`src/rtl/dpk_pkg.sv`:
```
package dpk_pkg;
  localparam int unsigned HW_W = 16;

  typedef enum logic [1:0] {
    MODE_SEP  = 2'b00,
    MODE_RSV1 = 2'b01,
    MODE_PACK = 2'b10,
    MODE_RSV3 = 2'b11
  } dpk_mode_e;

  typedef enum logic [1:0] {
    RES_12 = 2'b00,
    RES_10 = 2'b01,
    RES_8  = 2'b10,
    RES_6  = 2'b11
  } dpk_res_e;

  // low-bit mask for the selected resolution (12 - 2*sel bits)
  function automatic logic [HW_W-1:0] res_mask(input logic [1:0] sel);
    int unsigned w;
    w = 12 - 2 * int'(sel);
    return HW_W'((32'd1 << w) - 32'd1);
  endfunction
endpackage

```
`src/rtl/dpk_cfg.sv`:
```
module dpk_cfg
  import dpk_pkg::*;
#(
  parameter int unsigned W = HW_W
) (
  input  logic [1:0]   mode_i,
  input  logic [1:0]   res_sel_i,
  input  logic         simul_i,
  output logic         pack_en_o,
  output logic [W-1:0] mask_o
);
  logic res_ok;

  assign res_ok    = (res_sel_i == RES_12) || (res_sel_i == RES_10);
  assign pack_en_o = (dpk_mode_e'(mode_i) == MODE_PACK) && (!simul_i || res_ok);
  assign mask_o    = W'(res_mask(res_sel_i));
endmodule

```
`src/rtl/dpk_chan.sv`:
```
module dpk_chan #(
  parameter int unsigned W = 16
) (
  input  logic         clk_i,
  input  logic         rst_ni,
  input  logic         eoc_i,
  input  logic [W-1:0] data_i,
  input  logic [W-1:0] mask_i,
  input  logic         clr_i,
  output logic         pend_o,
  output logic         ovr_o,
  output logic [W-1:0] data_o
);
  logic         pend_q, ovr_q;
  logic [W-1:0] data_q;

  always_ff @(posedge clk_i or negedge rst_ni) begin
    if (!rst_ni) begin
      pend_q <= 1'b0;
      ovr_q  <= 1'b0;
      data_q <= '0;
    end else if (eoc_i) begin
      data_q <= data_i & mask_i;
      pend_q <= 1'b1;
      if (pend_q && !clr_i) ovr_q <= 1'b1;  // unread result overwritten
    end else if (clr_i) begin
      pend_q <= 1'b0;
    end
  end

  assign pend_o = pend_q;
  assign ovr_o  = ovr_q;
  assign data_o = data_q;

  AST_PEND_SET: assert property (@(posedge clk_i) disable iff (!rst_ni)
    eoc_i |=> pend_o);
  AST_OVR_SET: assert property (@(posedge clk_i) disable iff (!rst_ni)
    (eoc_i && pend_o && !clr_i) |=> ovr_o);
  AST_OVR_STICKY: assert property (@(posedge clk_i) disable iff (!rst_ni)
    ovr_o |=> ovr_o);
  AST_CLR_DROP: assert property (@(posedge clk_i) disable iff (!rst_ni)
    (clr_i && !eoc_i) |=> !pend_o);
  AST_ZEXT: assert property (@(posedge clk_i) disable iff (!rst_ni)
    eoc_i |=> ((data_o & ~$past(mask_i)) == '0));
endmodule

```
`src/rtl/dpk_req.sv`:
```
module dpk_req #(
  parameter int unsigned N_CH = 2
) (
  input  logic            clk_i,
  input  logic            rst_ni,
  input  logic            pack_en_i,
  input  logic [N_CH-1:0] pend_i,
  input  logic [N_CH-1:0] rd_i,
  input  logic            pk_clr_i,
  output logic [N_CH-1:0] req_o,
  output logic            pk_req_o,
  output logic [N_CH-1:0] clr_o
);
  for (genvar c = 0; c < N_CH; c++) begin : g_ch
    assign req_o[c] = !pack_en_i && pend_i[c] && !rd_i[c];
    assign clr_o[c] = pack_en_i ? pk_clr_i : rd_i[c];
  end

  assign pk_req_o = pack_en_i && (&pend_i) && !pk_clr_i;

  AST_PK_BOTH: assert property (@(posedge clk_i) disable iff (!rst_ni)
    pk_req_o |-> (&pend_i));
  AST_SEP_QUIET: assert property (@(posedge clk_i) disable iff (!rst_ni)
    pack_en_i |-> (req_o == '0));
  AST_PK_DROP: assert property (@(posedge clk_i) disable iff (!rst_ni)
    pk_clr_i |-> !pk_req_o);
  AST_NO_PK_SEP: assert property (@(posedge clk_i) disable iff (!rst_ni)
    !pack_en_i |-> !pk_req_o);
endmodule

```
`src/rtl/dual_result_packer.sv`:
```
module dual_result_packer
  import dpk_pkg::*;
#(
  parameter int unsigned DW = HW_W
) (
  input  logic            clk_i,
  input  logic            rst_ni,
  input  logic [1:0]      mode_i,
  input  logic [1:0]      res_sel_i,
  input  logic            simul_i,
  input  logic            mst_eoc_i,
  input  logic [DW-1:0]   mst_data_i,
  input  logic            slv_eoc_i,
  input  logic [DW-1:0]   slv_data_i,
  input  logic            mst_rd_i,
  input  logic            slv_rd_i,
  input  logic            pk_rd_i,
  input  logic            dma_ack_i,
  output logic            mst_req_o,
  output logic            slv_req_o,
  output logic            pk_req_o,
  output logic [DW-1:0]   mst_dr_o,
  output logic [DW-1:0]   slv_dr_o,
  output logic [2*DW-1:0] pk_dr_o,
  output logic            mst_ovr_o,
  output logic            slv_ovr_o
);
  localparam int unsigned N_CH = 2;  // index 0 master, 1 slave

  logic              pack_en;
  logic [DW-1:0]     mask;
  logic [N_CH-1:0]   eoc, rd, pend, ovr, clr, req;
  logic [DW-1:0]     din  [N_CH];
  logic [DW-1:0]     dout [N_CH];

  assign eoc    = {slv_eoc_i, mst_eoc_i};
  assign rd     = {slv_rd_i, mst_rd_i};
  assign din[0] = mst_data_i;
  assign din[1] = slv_data_i;

  dpk_cfg #(.W(DW)) u_cfg (
    .mode_i    (mode_i),
    .res_sel_i (res_sel_i),
    .simul_i   (simul_i),
    .pack_en_o (pack_en),
    .mask_o    (mask)
  );

  for (genvar c = 0; c < N_CH; c++) begin : g_chan
    dpk_chan #(.W(DW)) u_chan (
      .clk_i  (clk_i),
      .rst_ni (rst_ni),
      .eoc_i  (eoc[c]),
      .data_i (din[c]),
      .mask_i (mask),
      .clr_i  (clr[c]),
      .pend_o (pend[c]),
      .ovr_o  (ovr[c]),
      .data_o (dout[c])
    );
  end

  dpk_req #(.N_CH(N_CH)) u_req (
    .clk_i     (clk_i),
    .rst_ni    (rst_ni),
    .pack_en_i (pack_en),
    .pend_i    (pend),
    .rd_i      (rd),
    .pk_clr_i  (pk_rd_i | dma_ack_i),
    .req_o     (req),
    .pk_req_o  (pk_req_o),
    .clr_o     (clr)
  );

  assign mst_req_o = req[0];
  assign slv_req_o = req[1];
  assign mst_dr_o  = dout[0];
  assign slv_dr_o  = dout[1];
  assign pk_dr_o   = {dout[1], dout[0]};
  assign mst_ovr_o = ovr[0];
  assign slv_ovr_o = ovr[1];

  AST_PK_LAYOUT: assert property (@(posedge clk_i) disable iff (!rst_ni)
    pk_req_o |-> (pk_dr_o[DW-1:0] == mst_dr_o && pk_dr_o[2*DW-1:DW] == slv_dr_o));
  AST_PAIR_NEXT: assert property (@(posedge clk_i) disable iff (!rst_ni)
    (pack_en && mst_eoc_i && slv_eoc_i) ##1 (pack_en && !pk_rd_i && !dma_ack_i)
      |-> pk_req_o);
endmodule

```
`config.mk`:
```
export PLATFORM = sky130hd
export DESIGN_NAME = dual_result_packer
export DESIGN_NICKNAME = d
export VERILOG_FILES = /design/src/rtl/dpk_pkg.sv /design/src/rtl/dpk_cfg.sv /design/src/rtl/dpk_chan.sv /design/src/rtl/dpk_req.sv /design/src/rtl/dual_result_packer.sv
export SDC_FILE = /design/constraint.sdc
export NUM_CORES = 1
export LEC_CHECK = 0
export ABC_CLOCK_PERIOD_IN_PS = 1300
export BUFFER_PORTS_ARGS = -buffer_cell sky130_fd_sc_hd__buf_2
export CAP_MARGIN = 20
export CORE_ASPECT_RATIO = 0.75
export CORE_UTILIZATION = 41
export DETAILED_ROUTE_END_ITERATION = 6
export PLACE_DENSITY = 0.79
export SLEW_MARGIN = 10
export SYNTH_ARGS = -nofsm -noshare
export SYNTH_HDL_FRONTEND = slang
export SYNTH_SLANG_ARGS = --single-unit
export TNS_END_PERCENT = 100
```
`constraint.sdc`:
```
create_clock -name clk_i -period 1.3 [get_ports clk_i]
set_input_delay 0.195 -clock clk_i [delete_from_list [all_inputs] [get_ports clk_i]]
set_output_delay 0.195 -clock clk_i [all_outputs]
set_load 0.1 [all_outputs]
```
==> summary.md <==
| Metric | Value |
|---|---|
| Post-synthesis cell count | 149 |
| Share of post-route cells with drive strength above 1 | 74.1% |
| Unrepaired setup endpoints after global routing | true |
| Ports | 114 |
| Placed Cells | 272 |
| Post-detailed-placement half-perimeter wirelength | 2550 microns |
| Dpl ws | 56.2 ps |
| CTS tree | built |
| Worst setup SP type | flop |
| Violated checks | negative setup slack |
| Maximum buffer depth of the clock tree | 2 |
| Share of the synthesized area in the top cell type | 54.3% |
| Prevailing post-synth register cell | dfrtp_1 |
| Number of enable-type register cells in the synthesized netlist | 0 |
| Min setup slack post-route | -58.6 ps |
| Die extent in y | 57.1 microns |
| Fin Setup TNS | -100 ps |
| Post-detailed-route DRC marker count | 0 |
| Count of warnings emitted by yosys | 0 |
| Clock root buffer master | clkbuf_8 |
| Number of global-route vias before repair | 1118 |
| Worst Path Required | 1110 ps |
| Crit path capture type | primary output |
| Total Wirelength | 3610 microns |
| Critical-path maximum fanout | 3 |
| Placeable Area | 3760 sq um |
| Most area-consuming cells after synthesis | dfrtp_1, buf_4, mux2_2, o21ai_0, nor2b_1 |
| Global-route wire length before repair | 5040 microns |
| Skew-Pair Late Insertion Delay | 280 ps |
| Grt ovf | 0 |
| Detailed Route Iter0 Violations | 37 |
| Dominant cell type by area after synthesis | dfrtp_1 |
| Cells along the critical path | and2_4 -> and3_4 -> buf_12 |
| Post-route core utilization | 65.1% |
| Worst Tran Pin Value | 484 ps |
| Post-Synthesis Cell Area | 1660 sq um |
| Post-synthesis sequential area ratio | 54.3% |
| Number of fillers in the final layout | 284 |
| Layout Nets | 276 |
| Final setup violation count | 3 |
| Period utilisation layout | 105% |
| CTS Sinks | 36 |
| Htree depth | 2 |
| Post-placement cell area | 2160 sq um |
| Count of nets left with antenna violations after detail routing | 0 |
| Footprint of the flip-flops and latches | 941 sq um |
| Die ar. | 4310 sq um |
| Highest clock rate | 0.736 GHz |
| Static power due to leakage | 1.18 nW |
| First-pass iteration count of the detailed router | 4 |
| Worst min-delay path category | input port to flop |
| Quantity of I/O buffers inserted on ports | 105 |
| Post-Synthesis Net Count | 194 |
| Kind of cell adding the most delay to the critical path | flip-flops |
| Area of the multi-input gates | 474 sq um |
| Clock Pin Slew Worst Setup and Hold Paths | 70 ps |
| Result of the run | finished, violations left |
| Max capacitance violation total | 0 |
| Total chip power | 3.56 mW |
| Max incr delay on CP | 370 ps |
| Antenna diode count | 0 |
| # rows | 19 |
| Worst rel slew slack | 67.9% |
| Worst path arrival time | 1160 ps |
| Pin count of the biggest net entering global routing | 26 |
| Detailed-route vias per instance | 4.60 |
| Mean Syn Cell Area | 11.1 sq um |
| Initial antenna violation count | 0 |
| Via count of the routed design | 1307 |
| Hold violation total from the final report | 0 |
| Buffer and inverter count on the worst path | 1 |
| Share of synthesized registers carrying an async set or reset | 100% |
| Worst hold margin | 136 ps |
| Time the worst path needs with I/O delays and setup | 1360 ps |
| Drt wl/cell | 12.7 microns |
| Post-route non-filler standard cell count | 284 |
| Tot GR Track Use | 16.5% |
| Critical-path cell with the highest stage delay | dfrtp_1 |
| Number of unique standard cell types used by synthesis | 23 |
| Worst VDD drop | 0.00101 V |
| Initial core utilization | 44.2% |
| Width of the chip | 75.5 microns |
| Layout area overhead | 47.4% |
| #FFs+latches synth | 36 |
| Power density relative to cell area | 1460 nW/um^2 |
| Post-route standard cell area excluding fillers | 2450 sq um |
| TritonCTS buffer count | 5 |
| Type of the setup path with the least slack | flop to primary output |
| Worst setup skew after layout | 0.368 ps |
| Final weighted congestion in routability-driven placement | 0.711 |
| Max-slew violation total from the final report | 0 |
## worst min-delay path, stage by stage
cell and delay [ps]:
buf_2 70, nand3_1 50, o21ai_0 70
## flip-flops by register name, indices dropped and copies added, names as in the netlist
name / cells
g_chan.u_chan.pend_o: 2
g_chan.u_chan.ovr_o: 2
g_chan.u_chan.data_o: 32
## layout make-up
cell class / count / area share (%)
Multi-Input combinational cell: 63 / 19.4
Tap cell: 52 / 2.66
Timing Repair Buffer: 113 / 33.9
Sequential cell: 36 / 38.5
Clock buffer: 6 / 3.38
Clock inverter: 2 / 0.409
Inverter: 12 / 1.84
## cells in the mapped netlist, types with 2 or more instances
cell	n
clkbuf_1	2
dfrtp_1	36
nor2_1	2
inv_1	12
mux2_2	12
a311o_1	2
nand3_1	8
a21oi_1	3
nand3b_1	5
o21ai_0	12
buf_2	4
buf_4	32
nor2b_1	8
nand2b_1	2
## final timing paths
kind                                             start                          end  slack (ps)  cells past startpoint
setup / recovery               g_chan[1].u_chan.pend_o                     pk_req_o         -60                      3
hold / removal                          mst_data_i[10]  g_chan[0].u_chan.data_o[10]         140                      3
setup reg to reg               g_chan[0].u_chan.pend_o       g_chan[0].u_chan.ovr_o         120                      4
hold reg to reg            g_chan[1].u_chan.data_o[12]  g_chan[1].u_chan.data_o[12]         510                      1
max in group asynchronous                       rst_ni   g_chan[1].u_chan.data_o[0]         480                      3
min in group asynchronous                       rst_ni  g_chan[0].u_chan.data_o[10]         370                      2
## cells in the final DEF (no fill, tap or decap), types with 4 or more instances in the layout
cell	count
clkbuf_4	59
buf_2	39
dfrtp_2	32
mux2_2	12
inv_1	12
o21ai_0	12
nor2b_1	8
nand3_1	8
buf_4	8
clkbuf_8	6
buf_12	6
nand3b_1	5
dfrtp_1	4
## cells by family (layout without fill, tap and decap cells)
| group | Yosys count | after routing | share of synthesized area, % |
|---|---|---|---|
| mux | 12 | 12 | 8.14 |
| simple gates | 32 | 32 | 11.8 |
| compound gates | 19 | 19 | 6.94 |
| flops | 36 | 36 | 54.3 |
| buf+inv | 50 | 133 | 18.9 |
## where the power goes
part	total, mW	internal [mW]	switching, mW
clock network	0.797	0.422	0.375
registers	1.26	1.20	0.0558
logic	1.51	0.298	1.21
## layer usage
layer,share of wire (%),global-route usage (%)
met1,41,18.9
met2,50,26.4
met3,8.6,8.30
met4,0.50,6.35
met5,0,0
## timing repair
item / 4_1_cts / 5_1_grt
pin swaps: 0 / 0
setup endpoints to repair: 5 / 62
setup buffers: 3 / 0
hold buffers: 1 / 0
resized for setup: 4 / 59
hold endpoints to repair: 16 / 0
Note: power is estimated with default switching activity, not from simulation.
